[src/rtl/sdram_mon_pkg.sv]
package sdram_mon_pkg;

  typedef enum logic [2:0] {
    C_NOP, C_ACT, C_RD, C_WR, C_PRE, C_REF, C_MRS, C_BST
  } cmd_e;

  typedef enum logic [3:0] {
    E_NONE     = 4'd0,
    E_MRS_GAP  = 4'd1,
    E_NOT_OPEN = 4'd2,
    E_ACT_OPEN = 4'd3,
    E_MRS_BUSY = 4'd4,
    E_REF_BUSY = 4'd5,
    E_AP_LOCK  = 4'd6,
    E_TRCD     = 4'd7,
    E_TRAS     = 4'd8,
    E_TRC      = 4'd9,
    E_TRP      = 4'd10,
    E_TRRD     = 4'd11
  } err_e;

  function automatic cmd_e decode_cmd(input logic cs_n, input logic ras_n,
                                      input logic cas_n, input logic we_n);
    cmd_e c;
    if (cs_n) c = C_NOP;
    else begin
      case ({ras_n, cas_n, we_n})
        3'b011:  c = C_ACT;
        3'b101:  c = C_RD;
        3'b100:  c = C_WR;
        3'b010:  c = C_PRE;
        3'b001:  c = C_REF;
        3'b000:  c = C_MRS;
        3'b110:  c = C_BST;
        default: c = C_NOP;
      endcase
    end
    return c;
  endfunction

  function automatic int imax(input int a, input int b);
    return (a > b) ? a : b;
  endfunction

endpackage

[src/rtl/sdram_cmd_decode.sv]
module sdram_cmd_decode
  import sdram_mon_pkg::*;
#(
  parameter int BA_W = 2
) (
  input  logic            clk,
  input  logic            rst,
  input  logic            cke,
  input  logic            cs_n,
  input  logic            ras_n,
  input  logic            cas_n,
  input  logic            we_n,
  input  logic [BA_W-1:0] ba,
  input  logic            a10,
  output cmd_e            cmd,
  output logic [BA_W-1:0] cmd_ba,
  output logic            cmd_a10
);

  logic cke_q;

  always_ff @(posedge clk) begin
    if (rst) cke_q <= 1'b1;
    else     cke_q <= cke;
  end

  always_comb begin
    cmd     = cke_q ? decode_cmd(cs_n, ras_n, cas_n, we_n) : C_NOP;
    cmd_ba  = ba;
    cmd_a10 = a10;
  end

  // a cycle following a low clock enable is decoded as idle
  assert_cke_gate_R2: assert property (@(posedge clk) disable iff (rst)
    ($past(!cke) && $past(!rst)) |-> (cmd == C_NOP));

endmodule

[src/rtl/sdram_bank_track.sv]
module sdram_bank_track
  import sdram_mon_pkg::*;
#(
  parameter int CYC_W     = 4,
  parameter int BURST_LEN = 4
) (
  input  logic             clk,
  input  logic             rst,
  input  cmd_e             cmd,
  input  logic             hit,
  input  logic             a10,
  output logic             is_open,
  output logic             ap_lock,
  output logic [CYC_W-1:0] act_cnt,
  output logic [CYC_W-1:0] pre_dist
);

  localparam int BL_W = (BURST_LEN > 1) ? $clog2(BURST_LEN) : 1;
  localparam logic [CYC_W-1:0] CNT_MAX = '1;
  localparam logic [CYC_W-1:0] CNT_ONE = CYC_W'(1);
  localparam logic [BL_W-1:0]  BL_LAST = BL_W'(BURST_LEN - 1);

  logic             open_q, pend_q;
  logic [BL_W-1:0]  left_q;
  logic [CYC_W-1:0] act_q, pre_q;
  logic             ap_done, do_act, do_pre, do_col;

  always_comb begin
    ap_done  = pend_q && (left_q == '0);
    is_open  = open_q && !ap_done;
    ap_lock  = pend_q && (left_q != '0);
    act_cnt  = act_q;
    pre_dist = ap_done ? '0 : pre_q;
    do_act   = (cmd == C_ACT) && hit;
    do_pre   = (cmd == C_PRE) && (hit || a10);
    do_col   = ((cmd == C_RD) || (cmd == C_WR)) && hit;
  end

  always_ff @(posedge clk) begin
    if (rst) begin
      open_q <= 1'b0;
      pend_q <= 1'b0;
      left_q <= '0;
      act_q  <= CNT_MAX;
      pre_q  <= CNT_MAX;
    end else begin
      if (do_act)                act_q <= CNT_ONE;
      else if (act_q != CNT_MAX) act_q <= act_q + 1'b1;

      if (do_pre || ap_done)     pre_q <= CNT_ONE;
      else if (pre_q != CNT_MAX) pre_q <= pre_q + 1'b1;

      if (ap_lock) left_q <= left_q - 1'b1;

      if (do_act) begin
        open_q <= 1'b1;
        pend_q <= 1'b0;
      end else if (do_pre || ap_done) begin
        open_q <= 1'b0;
        pend_q <= 1'b0;
      end else if (do_col && a10 && is_open && !ap_lock) begin
        pend_q <= 1'b1;
        left_q <= BL_LAST;
      end
    end
  end

  // an activate leaves the bank open
  assert_act_opens_R7: assert property (@(posedge clk) disable iff (rst)
    do_act |=> is_open || ap_lock);

  // a precharge covering this bank leaves it closed
  assert_pre_closes_R7: assert property (@(posedge clk) disable iff (rst)
    (do_pre && !do_act) |=> !is_open);

  // a pending auto-precharge burst only exists on an open row
  assert_pend_open_R10: assert property (@(posedge clk) disable iff (rst)
    pend_q |-> open_q);

endmodule

[src/rtl/sdram_rule_check.sv]
module sdram_rule_check
  import sdram_mon_pkg::*;
#(
  parameter int NB      = 4,
  parameter int BA_W    = 2,
  parameter int CYC_W   = 4,
  parameter int T_RCD   = 3,
  parameter int T_RRD   = 2,
  parameter int T_RC    = 7,
  parameter int T_RAS   = 5,
  parameter int T_RP    = 3,
  parameter int MRS_GAP = 2
) (
  input  logic                    clk,
  input  logic                    rst,
  input  cmd_e                    cmd,
  input  logic [BA_W-1:0]         ba,
  input  logic                    a10,
  input  logic [NB-1:0]           is_open,
  input  logic [NB-1:0]           ap_lock,
  input  logic [NB-1:0][CYC_W-1:0] act_cnt,
  input  logic [NB-1:0][CYC_W-1:0] pre_dist,
  output logic                    viol,
  output err_e                    code
);

  localparam logic [CYC_W-1:0] L_RCD = CYC_W'(T_RCD);
  localparam logic [CYC_W-1:0] L_RRD = CYC_W'(T_RRD);
  localparam logic [CYC_W-1:0] L_RC  = CYC_W'(T_RC);
  localparam logic [CYC_W-1:0] L_RAS = CYC_W'(T_RAS);
  localparam logic [CYC_W-1:0] L_RP  = CYC_W'(T_RP);
  localparam logic [CYC_W-1:0] L_GAP = CYC_W'(MRS_GAP);
  localparam logic [CYC_W-1:0] CNT_MAX = '1;

  logic [CYC_W-1:0] mrs_q;
  logic             sel_open, sel_lock, any_open, tras_bad, rrd_bad;

  always_ff @(posedge clk) begin
    if (rst)                   mrs_q <= CNT_MAX;
    else if (cmd == C_MRS)     mrs_q <= CYC_W'(1);
    else if (mrs_q != CNT_MAX) mrs_q <= mrs_q + 1'b1;
  end

  always_comb begin
    sel_open = is_open[ba];
    sel_lock = ap_lock[ba];
    any_open = |is_open;
    tras_bad = 1'b0;
    rrd_bad  = 1'b0;
    for (int b = 0; b < NB; b++) begin
      if (is_open[b] && (a10 || (ba == BA_W'(b))) && (act_cnt[b] < L_RAS))
        tras_bad = 1'b1;
      if ((ba != BA_W'(b)) && (act_cnt[b] < L_RRD))
        rrd_bad = 1'b1;
    end

    code = E_NONE;
    if ((cmd != C_NOP) && (mrs_q <= L_GAP)) code = E_MRS_GAP;
    else begin
      case (cmd)
        C_ACT: begin
          if (sel_open)                 code = E_ACT_OPEN;
          else if (act_cnt[ba] < L_RC)  code = E_TRC;
          else if (pre_dist[ba] < L_RP) code = E_TRP;
          else if (rrd_bad)             code = E_TRRD;
        end
        C_RD, C_WR: begin
          if (!sel_open)                code = E_NOT_OPEN;
          else if (sel_lock)            code = E_AP_LOCK;
          else if (act_cnt[ba] < L_RCD) code = E_TRCD;
        end
        C_PRE: begin
          if (!a10 && !sel_open)        code = E_NOT_OPEN;
          else if (tras_bad)            code = E_TRAS;
        end
        C_REF:   if (any_open) code = E_REF_BUSY;
        C_MRS:   if (any_open) code = E_MRS_BUSY;
        default: code = E_NONE;
      endcase
    end
    viol = (code != E_NONE);
  end

  // an idle cycle is never reported
  assert_nop_clean_R1: assert property (@(posedge clk) disable iff (rst)
    (cmd == C_NOP) |-> !viol);

  // whatever follows a mode set on the next cycle is idle or reported
  assert_mrs_gap_R9: assert property (@(posedge clk) disable iff (rst)
    (cmd == C_MRS) |=> ((cmd == C_NOP) || viol));

endmodule

[src/rtl/sdram_cmd_monitor.sv]
module sdram_cmd_monitor
  import sdram_mon_pkg::*;
#(
  parameter int BA_W      = 2,
  parameter int CNT_W     = 8,
  parameter int T_RCD     = 3,
  parameter int T_RRD     = 2,
  parameter int T_RC      = 7,
  parameter int T_RAS     = 5,
  parameter int T_RP      = 3,
  parameter int MRS_GAP   = 2,
  parameter int BURST_LEN = 4
) (
  input  logic             clk,
  input  logic             rst,
  input  logic             clr_err,
  input  logic             cke,
  input  logic             cs_n,
  input  logic             ras_n,
  input  logic             cas_n,
  input  logic             we_n,
  input  logic [BA_W-1:0]  ba,
  input  logic             a10,
  output logic             err_flag,
  output logic [3:0]       err_code,
  output logic [CNT_W-1:0] err_count
);

  localparam int NB    = 1 << BA_W;
  localparam int T_TOP = imax(imax(imax(T_RCD, T_RRD), imax(T_RC, T_RAS)),
                              imax(T_RP, MRS_GAP + 1));
  localparam int CYC_W = $clog2(T_TOP + 2);
  localparam logic [CNT_W-1:0] CNT_MAX = '1;

  cmd_e                     cmd;
  logic [BA_W-1:0]          cmd_ba;
  logic                     cmd_a10;
  logic [NB-1:0]            bank_open, bank_lock;
  logic [NB-1:0][CYC_W-1:0] bank_act, bank_pre;
  logic                     viol;
  err_e                     code_n;

  sdram_cmd_decode #(.BA_W(BA_W)) u_dec (
    .clk(clk), .rst(rst), .cke(cke), .cs_n(cs_n), .ras_n(ras_n),
    .cas_n(cas_n), .we_n(we_n), .ba(ba), .a10(a10),
    .cmd(cmd), .cmd_ba(cmd_ba), .cmd_a10(cmd_a10)
  );

  for (genvar g = 0; g < NB; g++) begin : g_bank
    sdram_bank_track #(.CYC_W(CYC_W), .BURST_LEN(BURST_LEN)) u_bank (
      .clk(clk), .rst(rst), .cmd(cmd),
      .hit(cmd_ba == BA_W'(g)), .a10(cmd_a10),
      .is_open(bank_open[g]), .ap_lock(bank_lock[g]),
      .act_cnt(bank_act[g]), .pre_dist(bank_pre[g])
    );
  end

  sdram_rule_check #(
    .NB(NB), .BA_W(BA_W), .CYC_W(CYC_W), .T_RCD(T_RCD), .T_RRD(T_RRD),
    .T_RC(T_RC), .T_RAS(T_RAS), .T_RP(T_RP), .MRS_GAP(MRS_GAP)
  ) u_rules (
    .clk(clk), .rst(rst), .cmd(cmd), .ba(cmd_ba), .a10(cmd_a10),
    .is_open(bank_open), .ap_lock(bank_lock),
    .act_cnt(bank_act), .pre_dist(bank_pre),
    .viol(viol), .code(code_n)
  );

  always_ff @(posedge clk) begin
    if (rst) begin
      err_flag  <= 1'b0;
      err_code  <= E_NONE;
      err_count <= '0;
    end else if (clr_err) begin
      err_flag  <= viol;
      err_code  <= viol ? code_n : E_NONE;
      err_count <= viol ? CNT_W'(1) : '0;
    end else if (viol) begin
      err_flag <= 1'b1;
      if (!err_flag) err_code <= code_n;
      if (err_count != CNT_MAX) err_count <= err_count + 1'b1;
    end
  end

  // flag stays set until a clear
  assert_flag_sticky_R12: assert property (@(posedge clk) disable iff (rst)
    (err_flag && !clr_err) |=> err_flag);

  // first code is held while the flag is up
  assert_code_hold_R12: assert property (@(posedge clk) disable iff (rst)
    (err_flag && !clr_err) |=> $stable(err_code));

  // the count moves only on a violation or a clear
  assert_count_quiet_R12: assert property (@(posedge clk) disable iff (rst)
    (!clr_err && !viol) |=> $stable(err_count));

endmodule

[config.mk]
export PLATFORM = sky130hd
export DESIGN_NAME = sdram_cmd_monitor
export DESIGN_NICKNAME = d
export VERILOG_FILES = /design/src/rtl/sdram_mon_pkg.sv /design/src/rtl/sdram_cmd_decode.sv /design/src/rtl/sdram_bank_track.sv /design/src/rtl/sdram_rule_check.sv /design/src/rtl/sdram_cmd_monitor.sv
export SDC_FILE = /design/constraint.sdc
export NUM_CORES = 1
export LEC_CHECK = 0
export ABC_AREA = 1
export ABC_CLOCK_PERIOD_IN_PS = 2000
export BUFFER_PORTS_ARGS = -buffer_cell sky130_fd_sc_hd__buf_2
export CAP_MARGIN = 15
export CORE_UTILIZATION = 30
export CTS_CLUSTER_SIZE = 10
export DETAILED_ROUTE_END_ITERATION = 10
export PLACE_DENSITY = 0.5
export RECOVER_POWER = 25
export SLEW_MARGIN = 30
export SYNTH_ARGS = -nofsm -noshare
export SYNTH_HDL_FRONTEND = slang
export SYNTH_SLANG_ARGS = --single-unit
[constraint.sdc]
create_clock -name clk -period 2 [get_ports clk]
set_input_delay 0 -clock clk [delete_from_list [all_inputs] [get_ports clk]]
set_output_delay 0 -clock clk [all_outputs]
set_load 0.03 [all_outputs]
## Word-level counts from Yosys, hierarchy flattened

Cells that the tools add are included.

- Add/sub/neg operators: 14
- Magnitude comparators: 13
- Eq/ne operators: 29
- Mux-type cells: 88
- Reduce and logical (&&, ||, !) cells: 114

Operators by type and width:

| kind | count |
|---|---|
| two-way mux 4 bit | 37 |
| logical AND 1 bit | 50 |
| nonzero test 2 bit | 20 |
| adder 4 x 1 -> 4 bit, second input constant | 9 |
| inequality test 4 bit, second input constant | 9 |
| two-way mux 2 bit | 16 |
| < comparator 4 x 2 -> 1 bit, second input constant | 6 |
| two-way mux 8 bit | 3 |
| two-way mux 1 bit | 21 |
| case mux 3 bit (7 select lines) | 1 |
| < comparator 4 x 3 -> 1 bit, second input constant | 5 |
| case mux 4 bit (5 select lines) | 1 |
| OR reduction 2 bit | 10 |
| == test 3 bit, second input constant | 6 |
| binary-select mux 4 bit (select 2 bit) | 2 |
| two-way mux 3 bit | 5 |
| == test 3 x 2 -> 1 bit, second input constant | 4 |
| OR reduction 3 bit | 4 |
| zero test 1 bit | 10 |
| zero test 2 bit | 5 |
| logical OR 1 bit | 9 |
| adder 8 x 1 -> 8 bit, second input constant | 1 |
| inequality test 8 bit, second input constant | 1 |
| subtractor 2 x 1 -> 2 bit, second input constant | 4 |
| 13 further kinds | 19 |

- Register bits after elaboration: 66
- Input port bits: 11
- Output and inout bits: 13
- Logic and storage cells: 292

## Longest topological paths before layout

- Depth in word-level cells: 17
- Gate-level depth with buffers: 20
- Mapped depth without buffers: 20

## Hierarchy

From an unflattened synthesis, not the netlist that was laid out.

- Cells, all modules: 735
- Area total of the unflattened synthesis: 4,667.0 µm²

By module, submodules not included:

| module | times used | cells each | area an instance (µm²) | sequential area each (µm²) |
|---|---|---|---|---|
| sdram_bank_track | 4 | 100 | 704.4 | 240.2 |
| sdram_rule_check | 1 | 216 | 1,059.8 | 80.1 |
| sdram_cmd_monitor | 1 | 101 | 689.4 | 260.2 |
| sdram_cmd_decode | 1 | 18 | 100.1 | 20.0 |

## Worst setup path after synthesis

Ideal clock, no wire load.

- Path type: register to register
- From: register g_bank[0].u_bank.left_q[0]
- To: register err_count[4]
- Setup time: 0.113 ns
- Arrival: 1.904 ns
- Required time: 1.887 ns
- Slack: -0.016 ns
- Stages on the path, launching flop included: 16
- Path buffers: 0
- Period minus slack after synthesis: 2.016 ns
- Path through: dfxtp_1 > inv_1 > ha_1 > nand2_1 > and2_1 > o21ai_2 > nor2_4 > nand3_1 > a21oi_1 > nand2_1 > nand2_1 > nand3_4 > nand2_4 > inv_2 > nor2_1 > nor2_1

- Cells in the longest elaborated chain, start to end: 17
- Elaborated cells on any way between the ends: 37
- Those cells by class: order compare (1); mux (22); reduce/logical (14)

Ends and longest elaborated chain:

| item | line | source |
|---|---|---|
| start: declaration | sdram_bank_track.sv:24 | `logic [BL_W-1:0] left_q;` |
| start signal: assignment | sdram_bank_track.sv:53 | `if (ap_lock) left_q <= left_q - 1'b1;` |
| branches (longest 12 deep; another with < comparator 4 x 2 -> 1 bit) | n/a |  |
| case mux 4 bit (5 select lines) (*) | sdram_rule_check.sv:60 | `case (cmd)` |
| two-way mux 4 bit (*) | sdram_rule_check.sv:58 | `if ((cmd != C_NOP) && (mrs_q <= L_GAP)) code = E_MRS_GAP;` |
| nonzero test 4 bit (*) | sdram_rule_check.sv:81 | `viol = (code != E_NONE);` |
| nonzero test 2 bit (no source line) (*) | n/a |  |
| AND reduction 2 bit (no source line) (*) | n/a |  |
| end signal: assignment | sdram_cmd_monitor.sv:76 | `err_count <= viol ? CNT_W'(1) : '0;` |
| end signal: assignment | sdram_cmd_monitor.sv:80 | `if (err_count != CNT_MAX) err_count <= err_count + 1'b1;` |
| end: declaration | sdram_cmd_monitor.sv:26 | `output logic [CNT_W-1:0] err_count` |

Every way passes the cells marked *. The select of a mux whose other input is x is not followed.
A chain may end at the register's enable or synchronous reset.

## Worst setup path in the final report

- From: register g_bank[1].u_bank.left_q[0]
- To: register err_count[1]

- Cells in the longest elaborated chain, start to end: 16
- Elaborated cells on any way between the ends: 36
- Those cells by class: order compare (1); mux (21); reduce/logical (14)

Ends and longest elaborated chain:

| item | line |
|---|---|
| start: declaration | sdram_bank_track.sv:24 |
| start signal: assignment | sdram_bank_track.sv:53 |
| branches (longest 11 deep; another with < comparator 4 x 2 -> 1 bit) | n/a |
| case mux 4 bit (5 select lines) (*) | sdram_rule_check.sv:60 |
| two-way mux 4 bit (*) | sdram_rule_check.sv:58 |
| nonzero test 4 bit (*) | sdram_rule_check.sv:81 |
| nonzero test 2 bit (no source line) (*) | n/a |
| AND reduction 2 bit (no source line) (*) | n/a |

Marked as above.

==> impl_metrics.json <==
{
  "finalSetupViolations": 12,
  "firstDrtPassIters": 4,
  "clockPowerShare": 0.266,
  "die_area_sq_mm": 0.0140,
  "drc_errors": 0,
  "clock_skew_ns": 0.00651,
  "clockBufferDepth": 2,
  "critPathRequiredTime_ns": 2.23,
  "start_util": 0.307,
  "antenna_cells": 0,
  "switchingPower_mw": 2.32,
  "violations": "setup timing",
  "die_w_um": 118,
  "max_cap_viol_count": 0,
  "synth_edf_count": 0,
  "die_h_um": 118,
  "drt_wl_total_um": 10900,
  "hp-class": "in2reg",
  "clk_pin_slew_ns": 0.05,
  "critPathKind": "reg2reg",
  "max_stage_delay_ns": 0.33,
  "worstHoldStart": "clr_err",
  "drv_slew": 0,
  "path_cells": "inv_2 -> ha_4 -> or2_2 -> o22ai_2 -> nor2_2 -> nand3_1 -> o21a_1 -> nand3_2 -> nor2_4 -> nand3_4 -> nand2_4 -> inv_2 -> nor2_1 -> nor2_1",
  "combPwrFrac": 0.404,
  "design_area_sq_mm": 0.00521,
  "switching_share": 0.381,
  "rsz0062_at_grt": "yes",
  "drtIter0Drc": 203,
  "cts_root_buf": "clkbuf_16",
  "finalCritPeriodShare": 1.07,
  "rows": 42,
  "worst_ir_drop_vdd_mv": 0.395,
  "timing.rr.start": "g_bank[1].u_bank.left_q[0]",
  "clock-sinks": 66,
  "synth_area_sq_mm": 0.00405,
  "postRouteAntennaNets": 0,
  "syn-num-nets": 651,
  "synth_area_leaders": "dfxtp_1, nand2_1, inv_1, nand3_1, ha_1",
  "slowest_stage": "dfxtp_1",
  "slew_headroom": 0.696,
  "grt_pass1_vias": 4023,
  "syn_to_final_growth_pct": 28.7,
  "dpl_cell_area_sq_mm": 0.00466,
  "vias_per_cell": 4.70,
  "fmax_ghz": 0.468,
  "yosysSeqAreaShare": 0.326,
  "dp_cells": 854,
  "grt_first_pass_wirelength_um": 18500,
  "pin_count": 24,
  "async_reset_ff_frac": 0,
  "hpwl_um": 8060,
  "gp_congestion": 0.906,
  "utilization": 0.395,
  "final_nets": 730,
  "synth_top_area_share": 0.326,
  "grt_max_degree": 41,
  "hold_viol_final": 0,
  "internal-power_mw": 3.78,
  "synth_warnings": 0,
  "power_density_mw_per_mm2": 1170,
  "setup_tns_ns": -1.22,
  "syn-mean-instance-area_sq_um": 6.52,
  "worst-endpoint-arrival_ns": 2.37,
  "port-buffer-count": 23,
  "tightest_slew_ns": 0.456,
  "dpl_worst_slack_ns": -0.251,
  "antenna_found_initial": 0,
  "crit_path_end_kind": "flop",
  "fin_ws_ns": -0.136,
  "grt.overflow.total": 0,
  "ys_ff_latch": 66,
  "grt_usage": 0.165,
  "layoutNonFillerInstCount": 880,
  "vias": 4134,
  "critPathMaxFanout": 8,
  "synth_top_area_cell": "dfxtp_1",
  "core_area_sq_mm": 0.0132,
  "clkLatencyLatePin_ns": 0.33,
  "synth_ff_type": "dfxtp_1",
  "drive_above_1_share": 0.241,
  "regToRegSetupSlack_ns": -0.14,
  "synth_cells": 621,
  "cts_max_level": 3,
  "cp-startpoint": "g_bank[1].u_bank.left_q[0]",
  "final.min_clock_period_ns": 2.14,
  "seqPwrFrac": 0.330,
  "yosysUniqueCellTypes": 38,
  "cts_made_buffers": 9,
  "startpoint_type": "flop",
  "wl_per_cell_um": 12.4,
  "p_leak_nw": 2.58,
  "cts_tree": "built",
  "status": "complete, but fails checks"
}
[cells in the final DEF, fill, tap and decap left out, drive strengths merged, types with 2 or more instances in the layout]
cell	instances
o2111ai	3
xor2	4
nand4	11
nand2	175
o21ai	40
clkinv	2
a31oi	9
o22ai	5
buf	62
nor2	69
dfxtp	66
or2	15
nor4	4
nor3	8
a21oi	23
clkbuf	26
ha	19
nand3	58
inv	94
o211ai	4
[cell usage after synthesis (4+ instances only)]
master,count
a21oi_1,20
a31oi_1,9
clkbuf_1,6
dfxtp_1,66
ha_1,19
inv_1,88
inv_2,4
nand2_1,166
nand2_2,6
nand3_1,56
nand4_1,11
nor2_1,62
nor2_4,4
nor3_1,8
nor4_1,4
o211ai_1,4
o21ai_0,34
o21ai_1,5
o22ai_1,4
or2_2,15
xor2_1,4
[through the flow]
step	power (mW)	hold slack, ns
global route	6.68	0.0567
global placement	4.37	0.188
CTS	6.13	0.0163
finish	6.10	0.0277
detailed placement	4.44	0.185
floorplan	3.76	0.104
[final cells by class]
| class | instances | area (sq um) |
|---|---|---|
| Fill cell | 1385 | 7980 |
| Multi-Input combinational cell | 452 | 2480 |
| Inverter | 95 | 369 |
| Timing Repair Buffer | 76 | 507 |
| Clock buffer | 13 | 270 |
| Sequential cell | 66 | 1330 |
| Clock inverter | 2 | 35.0 |
| Tap cell | 176 | 220 |
[repair_timing]
item	in CTS	in global routing
gates resized for setup	50	12
hold buffers	1	0
setup buffers	10	0
cloned	0	0
pin swaps	30	7
endpoints found under the hold margin	1	0
endpoints found under the setup margin	13	13
[power groups by stage]
stage               logic (mW)  registers [mW]  clock network (mW)
finish                    2.47            2.01                1.62
detailed placement        2.40            2.04                   0
global placement          2.34            2.04                   0
floorplan                 1.77            1.99                   0
global route              2.88            2.07                1.73
CTS                       2.46            2.01                1.66
[worst max-delay path, delay by kind of cell (launching register included)]
family | cells | cell delay (ns)
adder cells (fa/ha/maj) | 1 | 0.16
AND/OR/NAND/NOR | 9 | 1.15
flip-flops | 1 | 0.33
buffers and inverters | 2 | 0.11
AO/OA/AOI/OAI | 2 | 0.26
[per-layer routing]
metal,up-vias,wire length (um),GRT usage
met5,-,0,0
met4,0,163,0.0617
met3,15,369,0.0323
met2,61,4900,0.269
met1,1886,5490,0.216
li1,2172,-,-
[worst paths after layout]
check	end	depth (start not counted)
setup reg to reg	err_count[1]	14
hold / removal	err_count[7]	4
hold reg to reg	g_bank[2].u_bank.open_q	2
setup / recovery	err_count[1]	14
[kinds of logic (layout without fill, tap and decap cells)]
kind of cell,count (synthesis),in the layout,synth area share
compound gates,87,87,0.125
simple gates,341,341,0.379
xor+xnor,5,5,0.0108
flops,66,66,0.326
buf+inv,103,186,0.101
fa+ha+maj,19,19,0.0587
[sequential cells by signal, summed over array words and instances, names as in the netlist, 4 cells and up]
name	flops
err_count	8
g_bank.u_bank.open_q	4
u_rules.mrs_q	4
err_code	4
g_bank.u_bank.act_cnt	16
g_bank.u_bank.left_q	8
g_bank.u_bank.pre_q	16
g_bank.u_bank.pend_q	4
No activity file was read; power rests on OpenSTA's default activity.
